## src/rtl/stat_bank_pkg.sv

```systemverilog
package stat_bank_pkg;

    localparam int SRC_N     = 4;
    localparam int SRC_RAI   = 0;
    localparam int SRC_IDLE  = 1;
    localparam int SRC_TSOF  = 2;
    localparam int SRC_RSOF  = 3;
    localparam int FIELD_LSB = 3;

    typedef enum logic {
        KIND_COND  = 1'b0,
        KIND_PULSE = 1'b1
    } src_kind_e;

    typedef struct packed {
        logic sticky;
        logic pend;
    } cell_state_t;

    function automatic src_kind_e kind_of(input int idx);
        return (idx == SRC_TSOF || idx == SRC_RSOF) ? KIND_PULSE : KIND_COND;
    endfunction

endpackage

```

## src/rtl/stat_bit_cell.sv

```systemverilog
import stat_bank_pkg::*;

module stat_bit_cell #(
    parameter src_kind_e KIND = KIND_COND
) (
    input  logic clk,
    input  logic rst_n,
    input  logic src,
    input  logic kill,
    input  logic rd_hit,
    output logic status,
    output logic pending
);

    cell_state_t st_q, st_d;
    logic        src_eff;
    logic        change;

    assign src_eff = src & ~kill;

    generate
        if (KIND == KIND_COND) begin : g_cond
            logic seen_q;

            always_ff @(posedge clk or negedge rst_n) begin
                if (!rst_n) seen_q <= 1'b0;
                else        seen_q <= src_eff;
            end

            assign change = src_eff ^ seen_q;

            AST_COND_LATCH: assert property (@(posedge clk) disable iff (!rst_n)
                (src && !kill) |=> status);
            AST_COND_READ_CLR: assert property (@(posedge clk) disable iff (!rst_n)
                (rd_hit && !src && !kill) |=> !status);
            AST_COND_COS: assert property (@(posedge clk) disable iff (!rst_n)
                (!kill && (src != seen_q)) |=> pending);
            AST_COND_RELEASE: assert property (@(posedge clk) disable iff (!rst_n)
                (rd_hit && !kill && (src == seen_q)) |=> !pending);
        end else begin : g_pulse
            assign change = src_eff;

            AST_EVT_LATCH: assert property (@(posedge clk) disable iff (!rst_n)
                (src && !kill) |=> (status && pending));
            AST_EVT_READ_CLR: assert property (@(posedge clk) disable iff (!rst_n)
                (rd_hit && !src) |=> (!status && !pending));
            AST_EVT_SET_ONLY: assert property (@(posedge clk) disable iff (!rst_n)
                (!src || kill) |=> !$rose(pending));
        end
    endgenerate

    always_comb begin
        st_d        = st_q;
        st_d.sticky = src_eff | (st_q.sticky & ~rd_hit);
        st_d.pend   = change  | (st_q.pend   & ~rd_hit);
        if (kill) begin
            st_d = '0;
        end
    end

    always_ff @(posedge clk or negedge rst_n) begin
        if (!rst_n) st_q <= '0;
        else        st_q <= st_d;
    end

    assign status  = st_q.sticky;
    assign pending = st_q.pend;

    AST_KILL_CLEAR: assert property (@(posedge clk) disable iff (!rst_n)
        kill |=> (!status && !pending));

endmodule

```

## src/rtl/stat_irq_merge.sv

```systemverilog
module stat_irq_merge #(
    parameter int N = 4
) (
    input  logic [N-1:0] pend,
    input  logic [N-1:0] mask,
    input  logic         master,
    output logic         irq
);

    logic [N-1:0] armed;

    always_comb begin
        armed = pend & mask;
        irq   = master & (|armed);
    end

endmodule

```

## src/rtl/frm_alarm_stat.sv

```systemverilog
import stat_bank_pkg::*;

module frm_alarm_stat #(
    parameter int                DATA_W   = 8,
    parameter int                SEL_W    = 4,
    parameter logic [SEL_W-1:0]  SEL_ADDR = 'h2
) (
    input  logic              clk,
    input  logic              rst_n,
    input  logic              e3_mode,
    input  logic              rai_det,
    input  logic              idle_det,
    input  logic              tsof_pulse,
    input  logic              rsof_pulse,
    input  logic              rd_stb,
    input  logic [SEL_W-1:0]  rd_sel,
    output logic [DATA_W-1:0] rd_data,
    input  logic [SRC_N-1:0]  int_mask,
    input  logic              master_mask,
    output logic              irq
);

    localparam int FIELD_MSB = FIELD_LSB + SRC_N - 1;

    logic              sel_hit;
    logic              rd_hit;
    logic [SRC_N-1:0]  src_vec;
    logic [SRC_N-1:0]  kill_vec;
    logic [SRC_N-1:0]  status_vec;
    logic [SRC_N-1:0]  pend_vec;

    assign sel_hit = (rd_sel == SEL_ADDR);
    assign rd_hit  = rd_stb & sel_hit;

    always_comb begin
        src_vec            = '0;
        src_vec[SRC_RAI]   = rai_det;
        src_vec[SRC_IDLE]  = idle_det;
        src_vec[SRC_TSOF]  = tsof_pulse;
        src_vec[SRC_RSOF]  = rsof_pulse;
        kill_vec           = '0;
        kill_vec[SRC_IDLE] = e3_mode;
    end

    generate
        for (genvar i = 0; i < SRC_N; i++) begin : g_bit
            stat_bit_cell #(
                .KIND (kind_of(i))
            ) u_cell (
                .clk     (clk),
                .rst_n   (rst_n),
                .src     (src_vec[i]),
                .kill    (kill_vec[i]),
                .rd_hit  (rd_hit),
                .status  (status_vec[i]),
                .pending (pend_vec[i])
            );
        end
    endgenerate

    stat_irq_merge #(
        .N (SRC_N)
    ) u_merge (
        .pend   (pend_vec),
        .mask   (int_mask),
        .master (master_mask),
        .irq    (irq)
    );

    always_comb begin
        rd_data = '0;
        if (sel_hit) begin
            rd_data[FIELD_MSB:FIELD_LSB] = status_vec;
        end
    end

    AST_IRQ_MASTER: assert property (@(posedge clk) disable iff (!rst_n)
        !master_mask |-> !irq);
    AST_IRQ_NEEDS_PEND: assert property (@(posedge clk) disable iff (!rst_n)
        ((pend_vec & int_mask) == '0) |-> !irq);
    AST_RD_OTHER_ZERO: assert property (@(posedge clk) disable iff (!rst_n)
        !sel_hit |-> (rd_data == '0));
    AST_RD_OTHER_KEEP: assert property (@(posedge clk) disable iff (!rst_n)
        (rd_stb && !sel_hit && rai_det) |=> status_vec[SRC_RAI]);

endmodule

```

## config.mk

```make
export PLATFORM = sky130hd
export DESIGN_NAME = frm_alarm_stat
export DESIGN_NICKNAME = d
export VERILOG_FILES = /design/src/rtl/stat_bank_pkg.sv /design/src/rtl/stat_bit_cell.sv /design/src/rtl/stat_irq_merge.sv /design/src/rtl/frm_alarm_stat.sv
export SDC_FILE = /design/constraint.sdc
export NUM_CORES = 1
export LEC_CHECK = 0
export BUFFER_PORTS_ARGS = -buffer_cell sky130_fd_sc_hd__clkbuf_2
export CAP_MARGIN = 15
export CORE_AREA = 2 2 39 41
export DETAILED_ROUTE_END_ITERATION = 10
export DIE_AREA = 0 0 41 43
export GPL_TIMING_DRIVEN = 1
export HOLD_SLACK_MARGIN = 0.15
export PLACE_DENSITY = 0.74
export SYNTH_ARGS = -nofsm -noshare
export SYNTH_HDL_FRONTEND = slang
export SYNTH_SLANG_ARGS = --single-unit
export TNS_END_PERCENT = 5
```

## constraint.sdc

```tcl
create_clock -name clk -period 0.88 [get_ports clk]
set_input_delay 0.044 -clock clk [delete_from_list [all_inputs] [get_ports clk]]
set_output_delay 0.044 -clock clk [all_outputs]
set_load 0.02 [all_outputs]
```

# == Word level (Yosys, flattened, before mapping) ==
# Cells that the tools add are included.
# Widths: inputs -> output; s select.
# word_totals
reg_bits,10
elab_cells,38
output_inout_bits,9
# classes
n_bitwise,24
n_mux,2
n_reduce_logical,1
n_eq_ne,1
# op_table
cell,count
$and 1x1->1,11
$or 1x1->1,8
$and 4x4->4,1
$eq 4x2->1 const B,1
$mux 4,1
$reduce_or 4->1,1
$mux 2,1
$not 1->1,2
$xor 1x1->1,2

# == Logic depth before layout (Yosys ltp) ==
# Gate-level depths: netlist of run 1.
# logic_depth
depth_word,6
depth_mapped,3
ltp_nobuf,3

# == Modules after synthesis ==
# From an unflattened synthesis of run 1, not the netlist that was laid out.
# hier_totals
hier_cells,48
hier_area_um2,491.7
# by_module_without_submodules
module,seq_area_each_um2,cells_per_inst,instances,area_each_um2
stat_bit_cell at g_bit[0].u_cell ...,75.1,10,2,113.9
stat_bit_cell at g_bit[2].u_cell ...,50.0,7,2,76.3
frm_alarm_stat,0.0,11,1,88.8
stat_irq_merge,0.0,3,1,22.5

# == Worst setup path after synthesis of run 1 ==
# OpenSTA, ideal clock, no wires.
# synth_timing
path_kind,reg-to-output
from,register g_bit[0].u_cell.st_q (netlist bit g_bit[0].u_cell.pending)
to,output port irq
stages_incl_launch_ff,3
path_slack_ns,-0.074
path_buffers,0
arrival_time_ns,0.910
cell_sequence,dfrtp_1 a22oi_1 a21boi_0
# synth_via
elab_chain_cells,3
# synth_rtl
item,line,text
"start, declared",stat_bit_cell.sv:15,"cell_state_t st_q, st_d;"
"start signal, assigned",stat_bit_cell.sv:63,else st_q <= st_d;
$and 4x4->4,stat_irq_merge.sv:13,armed = pend & mask;
$reduce_or 4->1,stat_irq_merge.sv:14,irq = master & (|armed);
$and 1x1->1,stat_irq_merge.sv:14,
"end, declared",frm_alarm_stat.sv:20,output logic irq
# Every way passes these cells.

# == Worst setup path after layout of run 1 ==
# layout_timing
from,register g_bit[2].u_cell.st_q (netlist bit g_bit[2].u_cell.pending)
to,output port irq
# layout_via
elab_chain_cells,3
# layout_rtl
item,line
"start, declared",stat_bit_cell.sv:15
"start signal, assigned",stat_bit_cell.sv:63
$and 4x4->4,stat_irq_merge.sv:13
$reduce_or 4->1,stat_irq_merge.sv:14
$and 1x1->1,stat_irq_merge.sv:14
# Every way passes these cells.

==> results by group, run 1 <==
Global route
  – M2 GR Usage: between 10% and 20%
  – Number of antenna violations at the first check in global routing: 0
  – First-pass GRT wire length: 1400 µm
  – Met3 usage: 9.424%
  – Busiest grt layer: met2
  – Met1 Use GR: a little over an eighth
  – Total track usage: between 10% and 20%
  – Total gr overflow: 0
  – Largest net degree at the start of global routing: 11
  – Number of global-route vias before repair: between 300 and 400

Routing
  – Drt total wl: between 900 and 1000 µm
  – Starting DRC count in detailed routing: 3
  – Drt first pass iters: 4
  – Vias per std cell: between 4 and 5
  – Final ANT Viol Nets: 0
  – Vias: 372
  – DR DRC count: 0
  – WL per Instance: between 10 and 15 µm

Synthesis
  – Area contributors post-synth: dfrtp_1, a21o_2, and2_2, buf_4, nor4b_4
  – Post-synth top area cell: dfrtp_1
  – Most used DFF post-synth: dfrtp_1
  – Most frequent cell after synthesis: dfrtp_1
  – Mapped Area: about 470 µm²
  – Top-area cell type share of the netlist area: a little over half
  – Post-Syn Area per Cell: between 10 and 15 µm²
  – Fraction of registers with async set/reset: 100.0%
  – Commonest cells post-synth: dfrtp_1, a21o_2, and2_2, buf_4
  – Synth cell types: 15
  – Register area share after synthesis: 52.91%
  – Post-synth EDFFs: 0
  – Post-Syn Instances: 37
  – Yosys Warn Count: 0
  – Post-synthesis register bit count: 10

Place
  – Dpl cells: 73
  – IO buf count: 21
  – Final GP Congestion: roughly 0.73
  – Pre-CTS WS: -160.5 ps

Timing
  – Final Hold Viols: 0
  – Fin crit share: 124.6%
  – RSZ-0062 raised after global routing: true
  – Final Max Tran Viols: 0
  – Final worst slack: -216.4 ps
  – F_max: approximately 910 MHz
  – Hold_ws: between 150 and 200 ps
  – Minimum clock period: ~1100 ps
  – Clk_skew: 5.715 ps
  – Setup violators final: 6

Clocking
  – H-tree lvl count: 1
  – Clk root buf: clkbuf_4
  – Clk_lat worst skew: roughly 260 ps
  – Clk slew on worst S/H paths: approximately 60 ps
  – Num CTS Buffers: 3
  – TritonCTS clock tree: built
  – Clock Sinks: 10
  – Max clock buf depth: 2

Worst setup path
  – CP Launch Type: flop
  – Required @ worst endpoint: 840 ps
  – CP endpoint kind: primary output
  – R2R cell count: 3
  – WP data arrival: between 1000 and 1500 ps
  – CP Capture Point: irq
  – Worst reg2reg endpoint: g_bit[0].u_cell.pending$_DFF_PN0_
  – Reg-to-Reg Start: g_bit[0].u_cell.pending$_DFF_PN0_
  – Worst-path fanout max: 2
  – Crit Path Category: reg -> out
  – Worst R2R Setup Slack: -40 ps
  – Critical Path Start: g_bit[2].u_cell.pending$_DFF_PN0_

Power
  – Worst VDD drop: approximately 0.85 mV
  – Leak pwr: 0.0003481 µW
  – Total Power: 1071 µW
  – Pwr dens: ~1500 nW/µm²

Floorplanning
  – Initial Utilization: roughly a third
  – Die W: between 40 and 50 µm
  – Die height: about 43 µm
  – Die area: 1763 µm²
  – Core Box Area: about 1400 µm²
  – Row count: 14
  – Io pins: 26

Layout
  – Layout overhead on the synthesized area: 55.56%
  – Antenna cells: 0
  – Nets: 88
  – Layout cell share with drive strength beyond 1: between 60% and 70%
  – Final non-filler cell total: between 80 and 90
  – Post-layout util: between 50% and 60%

Job
  – Max Cap Viol: 0

Run status
  – Status: finished, violations left
  – Violated checks: negative setup slack

Hold path
  – Hold WC Path Type: in -> async
sequential cells by signal, indices dropped and copies added, names as in the netlist:
name	count
g_bit.u_cell.pending	4
g_bit.u_cell.status	4
g_bit.u_cell.g_cond.seen_q	2
cells in the final DEF (no fill, tap or decap):
cell           instances
clkbuf_8               1
inv_1                  1
clkbuf_2              17
and2_2                 2
xor2_1                 1
a31o_1                 2
nor4b_4                1
nor2b_1                1
nand2_4                1
and2_4                 2
a21o_2                 6
buf_4                  2
conb_1                 4
nor2_1                 1
buf_6                  3
dfrtp_1               10
buf_2                  1
a21boi_2               1
dlygate4sd3_1          7
a22oi_2                2
clkbuf_4               3
xnor2_1                1
worst min path at each step:
stage          startpoint                                       to  slack, ps  cells after the start
2_1_floorplan       rst_n  g_bit[0].u_cell.g_cond.seen_q$_DFF_PN0_       -250                      0
3_3_place_gp        rst_n  g_bit[1].u_cell.g_cond.seen_q$_DFF_PN0_        -80                      1
3_5_place_dp        rst_n  g_bit[1].u_cell.g_cond.seen_q$_DFF_PN0_        -80                      1
4_1_cts          idle_det        g_bit[1].u_cell.pending$_DFF_PN0_        160                      4
5_1_grt             rst_n  g_bit[1].u_cell.g_cond.seen_q$_DFF_PN0_        190                      2
6_report            rst_n        g_bit[1].u_cell.pending$_DFF_PN0_        170                      2
power by group:
group	switching [µW]	internal [µW]	total (µW)
logic	81.4	95.5	177
clock network	151	251	402
registers	12.6	480	493
total	245	827	1070
logic make-up (layout without fill, tap and decap cells):
logic type,after synthesis,count (layout),share of synthesized area (%)
flops,10,10,52.91
xor+xnor,2,2,3.704
simple gates,8,8,15.87
compound gates,11,11,19.58
other cells,1,4,0.7929
buf+inv,5,35,7.142
critical path, cell delays in order, from the launching register on:
cell,delay (ps)
dfrtp_1,380
a22oi_2,190
a21boi_2,90
buf_6,130
cell type report:
type	count	area (µm²)
clock buffers	4	36.28
multi-input cells	25	216.5
inverters	1	3.754
fillers	142	648.1
well taps	16	20.02
repair buffers	30	209.0
flip-flops and latches	10	250.2
routing by layer:
metal | routed length, µm | vias up
li1 | - | 188
met1 | 390 | 165
met2 | 449 | 19
met3 | 97 | 0
met4 | 0 | 0
met5 | 0 | -
stage by stage:
step | TNS, ps | cell area, µm²
5_1_grt | -990.2 | 735.7
3_3_place_gp | -1151 | 579.3
4_1_cts | -789.0 | 705.7
2_1_floorplan | 0 | 484.2
3_5_place_dp | -1579 | 579.3
6_report | -652.9 | 735.7
repair_timing:
item                                    CTS  global route
hold endpoints to repair                 20             0
endpoints found under the setup margin    5             6
gates resized for setup                   3            12
buffers inserted                          1             1
hold buffers                              7             0
pin swaps                                 2             0
Note: power is estimated with default switching activity, not from simulation.
==> inputs of run 2 (changes only) <==
--- a/config.mk
+++ b/config.mk
@@ -13,6 +13,7 @@
 export GPL_TIMING_DRIVEN = 1
 export HOLD_SLACK_MARGIN = 0.15
 export PLACE_DENSITY = 0.74
+export REMOVE_ABC_BUFFERS = 1
 export SYNTH_ARGS = -nofsm -noshare
 export SYNTH_HDL_FRONTEND = slang
 export SYNTH_SLANG_ARGS = --single-unit
==> run 2 against run 1 <==
  * The run still ends with negative setup slack left
  * Register-to-register slack better by 70 ps
  * Wire length decreased by 0.21%
  * Final cell count down 3.5%
  * Clock skew shrank 5.7 ps
  * Critical path depth stayed put
  * Largest power group unchanged
  * Critical endpoint unchanged
  * Setup slack worse by 9.9 ps
  * Via count is 0.81% higher
  * Clock power shrank 26%
  * Die area is the same
  * Final area down 6.0%
  * First-iteration DRC count shrank 33%
  * Core utilization shrank 3.2 points
==> results by group, run 2 (synthesis gave the netlist of run 1 again) <==
Global route
  – First-pass GRT wire length: 1352 µm (-3.4%)
  – Total track usage: 12.18% (-0.41 points)
  – Total gr overflow: 0 (unchanged)
  – Largest net degree at the start of global routing: 11 (unchanged)
  – Number of global-route vias before repair: 371 (unchanged)
  – Number of antenna violations at the first check in global routing: 0 (unchanged)

Job
  – Max Cap Viol: 0 (unchanged)

Hold path
  – Hold WC Path Type: in -> reg

Routing
  – Drt total wl: 935 µm (-0.21%)
  – Vias: 375 (+0.81%)
  – Vias per std cell: 4.518 (+4.5%)
  – WL per Instance: 11.27 µm (+3.4%)
  – Final ANT Viol Nets: 0 (unchanged)
  – Starting DRC count in detailed routing: 2 (-1)
  – DR DRC count: 0 (unchanged)
  – Drt first pass iters: 2 (-2)

Layout
  – Post-layout util: 50.00% (-3.2 points)
  – Most common cell after layout, fill and taps aside: clkbuf_2
  – FF+latch area: 250.2 µm² (unchanged)
  – Antenna cells: 0 (unchanged)
  – Most frequent cells in the layout: clkbuf_2, dfrtp_1, dlygate4sd3_1, a21o_2, conb_1
  – Nets: 86 (-2.3%)
  – Layout overhead on the synthesized area: 46.30%
  – Fill count: 138 (-2.8%)
  – Layout cell share with drive strength beyond 1: 56.72% (-3.3 points)
  – Multi-input gate area: 211.5 µm² (-2.3%)

Timing
  – Fin crit share: 125.7% (+1.1 points)
  – Setup TNS: -623.5 ps (+29.43 ps)
  – Clk_skew: 0.05018 ps (-5.664 ps)
  – Minimum clock period: 1106 ps (+9.901 ps)
  – Final Max Tran Viols: 0 (unchanged)
  – Final Hold Viols: 0 (unchanged)
  – Final worst slack: -226.3 ps (-9.901 ps)
  – F_max: 903.9 MHz (-0.90%)
  – Setup violators final: 5 (-1)
  – RSZ-0062 raised after global routing: true

Clocking
  – Clk_lat worst skew: 260 ps (about the same)
  – Clk slew on worst S/H paths: 60 ps (about the same)
  – Clock Sinks: 10 (unchanged)
  – Max clock buf depth: 2 (unchanged)
  – H-tree lvl count: 1 (unchanged)
  – TritonCTS clock tree: built
  – Num CTS Buffers: 3 (unchanged)
  – Clk root buf: clkbuf_4
  – Setup bufs post-CTS: 0 (-1)

Worst setup path
  – CP Launch Type: flop
  – CP endpoint kind: primary output
  – Required @ worst endpoint: 840 ps (about the same)
  – Crit path cell chain: a22oi_2 > a21boi_1 > buf_4
  – WP data arrival: 1060 ps (about the same)
  – Max incr delay on CP: 390 ps (about the same)
  – Worst-path fanout max: 2 (unchanged)
  – Critical path's top delay family: flip-flops
  – Critical path buffers and inverters: 1 (unchanged)
  – CP max-delay cell: dfrtp_1
  – Crit Path Category: reg -> out

Power
  – Switching Share: 24.14% (+1.3 points)
  – Comb pwr share: 17.4% (+0.9 points)
  – Worst VDD drop: 0.7670 mV (-9.5%)
  – Leak pwr: 0.0003285 µW (-5.6%)
  – Switch Pwr: 230.8 µW (-5.6%)
  – Clock share of power: 31.1% (-6.4 points)
  – Pwr dens: 1382 nW/µm² (-5.1%)
  – Power Internal: 725.3 µW (-12%)
  – Sequential Power Share: 51.5% (+5.5 points)

Run status
  – Violated checks: negative setup slack
  – Status: finished, violations left

Place
  – Pre-CTS WS: -151.5 ps (+9.012 ps)
  – IO buf count: 21 (unchanged)
  – DP HPWL: a little under 700 µm
  – Final GP Congestion: 0.6538 (-10%)

Floorplanning
  – Row count: 14 (unchanged)
  – Die area: 1763 µm² (unchanged)
  – Die W: 41 µm (unchanged)
  – Die height: 43 µm (unchanged)
  – Initial Utilization: 34.18% (unchanged)
  – Core Box Area: 1384 µm² (unchanged)
  – Io pins: 26 (unchanged)
run 2: cell count changes in the layout (fill, tap and decap cells not counted), sizes merged:
cell,before,now
buf,6,3
run 2: per-layer routing:
metal  vias up  GRT usage (%)  share of wire (%)
li1        183              -                  -
met1       168          13.33                 43
met2        20          17.50                 46
met3         4          3.141                7.7
met4         0          12.00                2.8
met5         -              0                  0
run 2: area by class of cell:
class                      instances  share of cell area, %
multi-input combinational         25                  30.56
timing repair buffer              28                  26.58
clock buffer                       3                  3.255
sequential                        10                  36.17
inverter                           1                 0.5425
tap                               16                  2.893
run 2: per-stage QoR:
stage | total power [µW] | hold slack [ps] | instance area [µm²] | instances
after floorplan | 564.7 | -251.6 | 454.2 | 36
after global placement | 630.9 | -82.94 | 579.3 | 73
after detailed placement | 633.7 | -76.44 | 579.3 | 73
after CTS | 966.7 | 151.3 | 674.4 | 83
after global routing | 1007 | 187.7 | 691.9 | 83
final | 956.0 | 164.6 | 691.9 | 83
run 2: worst register-to-register path: cells and delay by family (launching register included):
kind | cells | cell delay, ps
DFF | 1 | 370
and+or+nand+nor | 1 | 60
xor gates and xnor gates | 1 | 130
AOI/OAI and AO/OA | 1 | 180
run 2: path summary, 6_finish.rpt:
check,start,to,slack (ps),depth (start not counted)
setup reg to reg,g_bit[1].u_cell.g_cond.seen_q$_DFF_PN0_,g_bit[1].u_cell.pending$_DFF_PN0_,30,3
hold / removal,rai_det,g_bit[0].u_cell.pending$_DFF_PN0_,160,3
hold reg to reg,g_bit[0].u_cell.status$_DFF_PN0_,g_bit[0].u_cell.status$_DFF_PN0_,470,1
min in group asynchronous,rst_n,g_bit[1].u_cell.pending$_DFF_PN0_,180,2
setup / recovery,g_bit[0].u_cell.pending$_DFF_PN0_,irq,-230,3
max in group asynchronous,rst_n,g_bit[0].u_cell.status$_DFF_PN0_,500,2
run 2: power groups by stage:
stage,clock network [µW],registers [µW],logic (µW)
4_1_cts,315,490,161
5_1_grt,329,495,183
6_report,297,493,166
2_1_floorplan,0,496,68.5
3_3_place_gp,0,499,132
3_5_place_dp,0,499,135
run 2: repair_timing:
| action | CTS | global route |
|---|---|---|
| endpoints found under the setup margin | 5 | 7 |
| hold buffers | 7 | 0 |
| gates cloned | 0 | 0 |
| resized for setup | 2 | 8 |
| endpoints found under the hold margin | 20 | 0 |
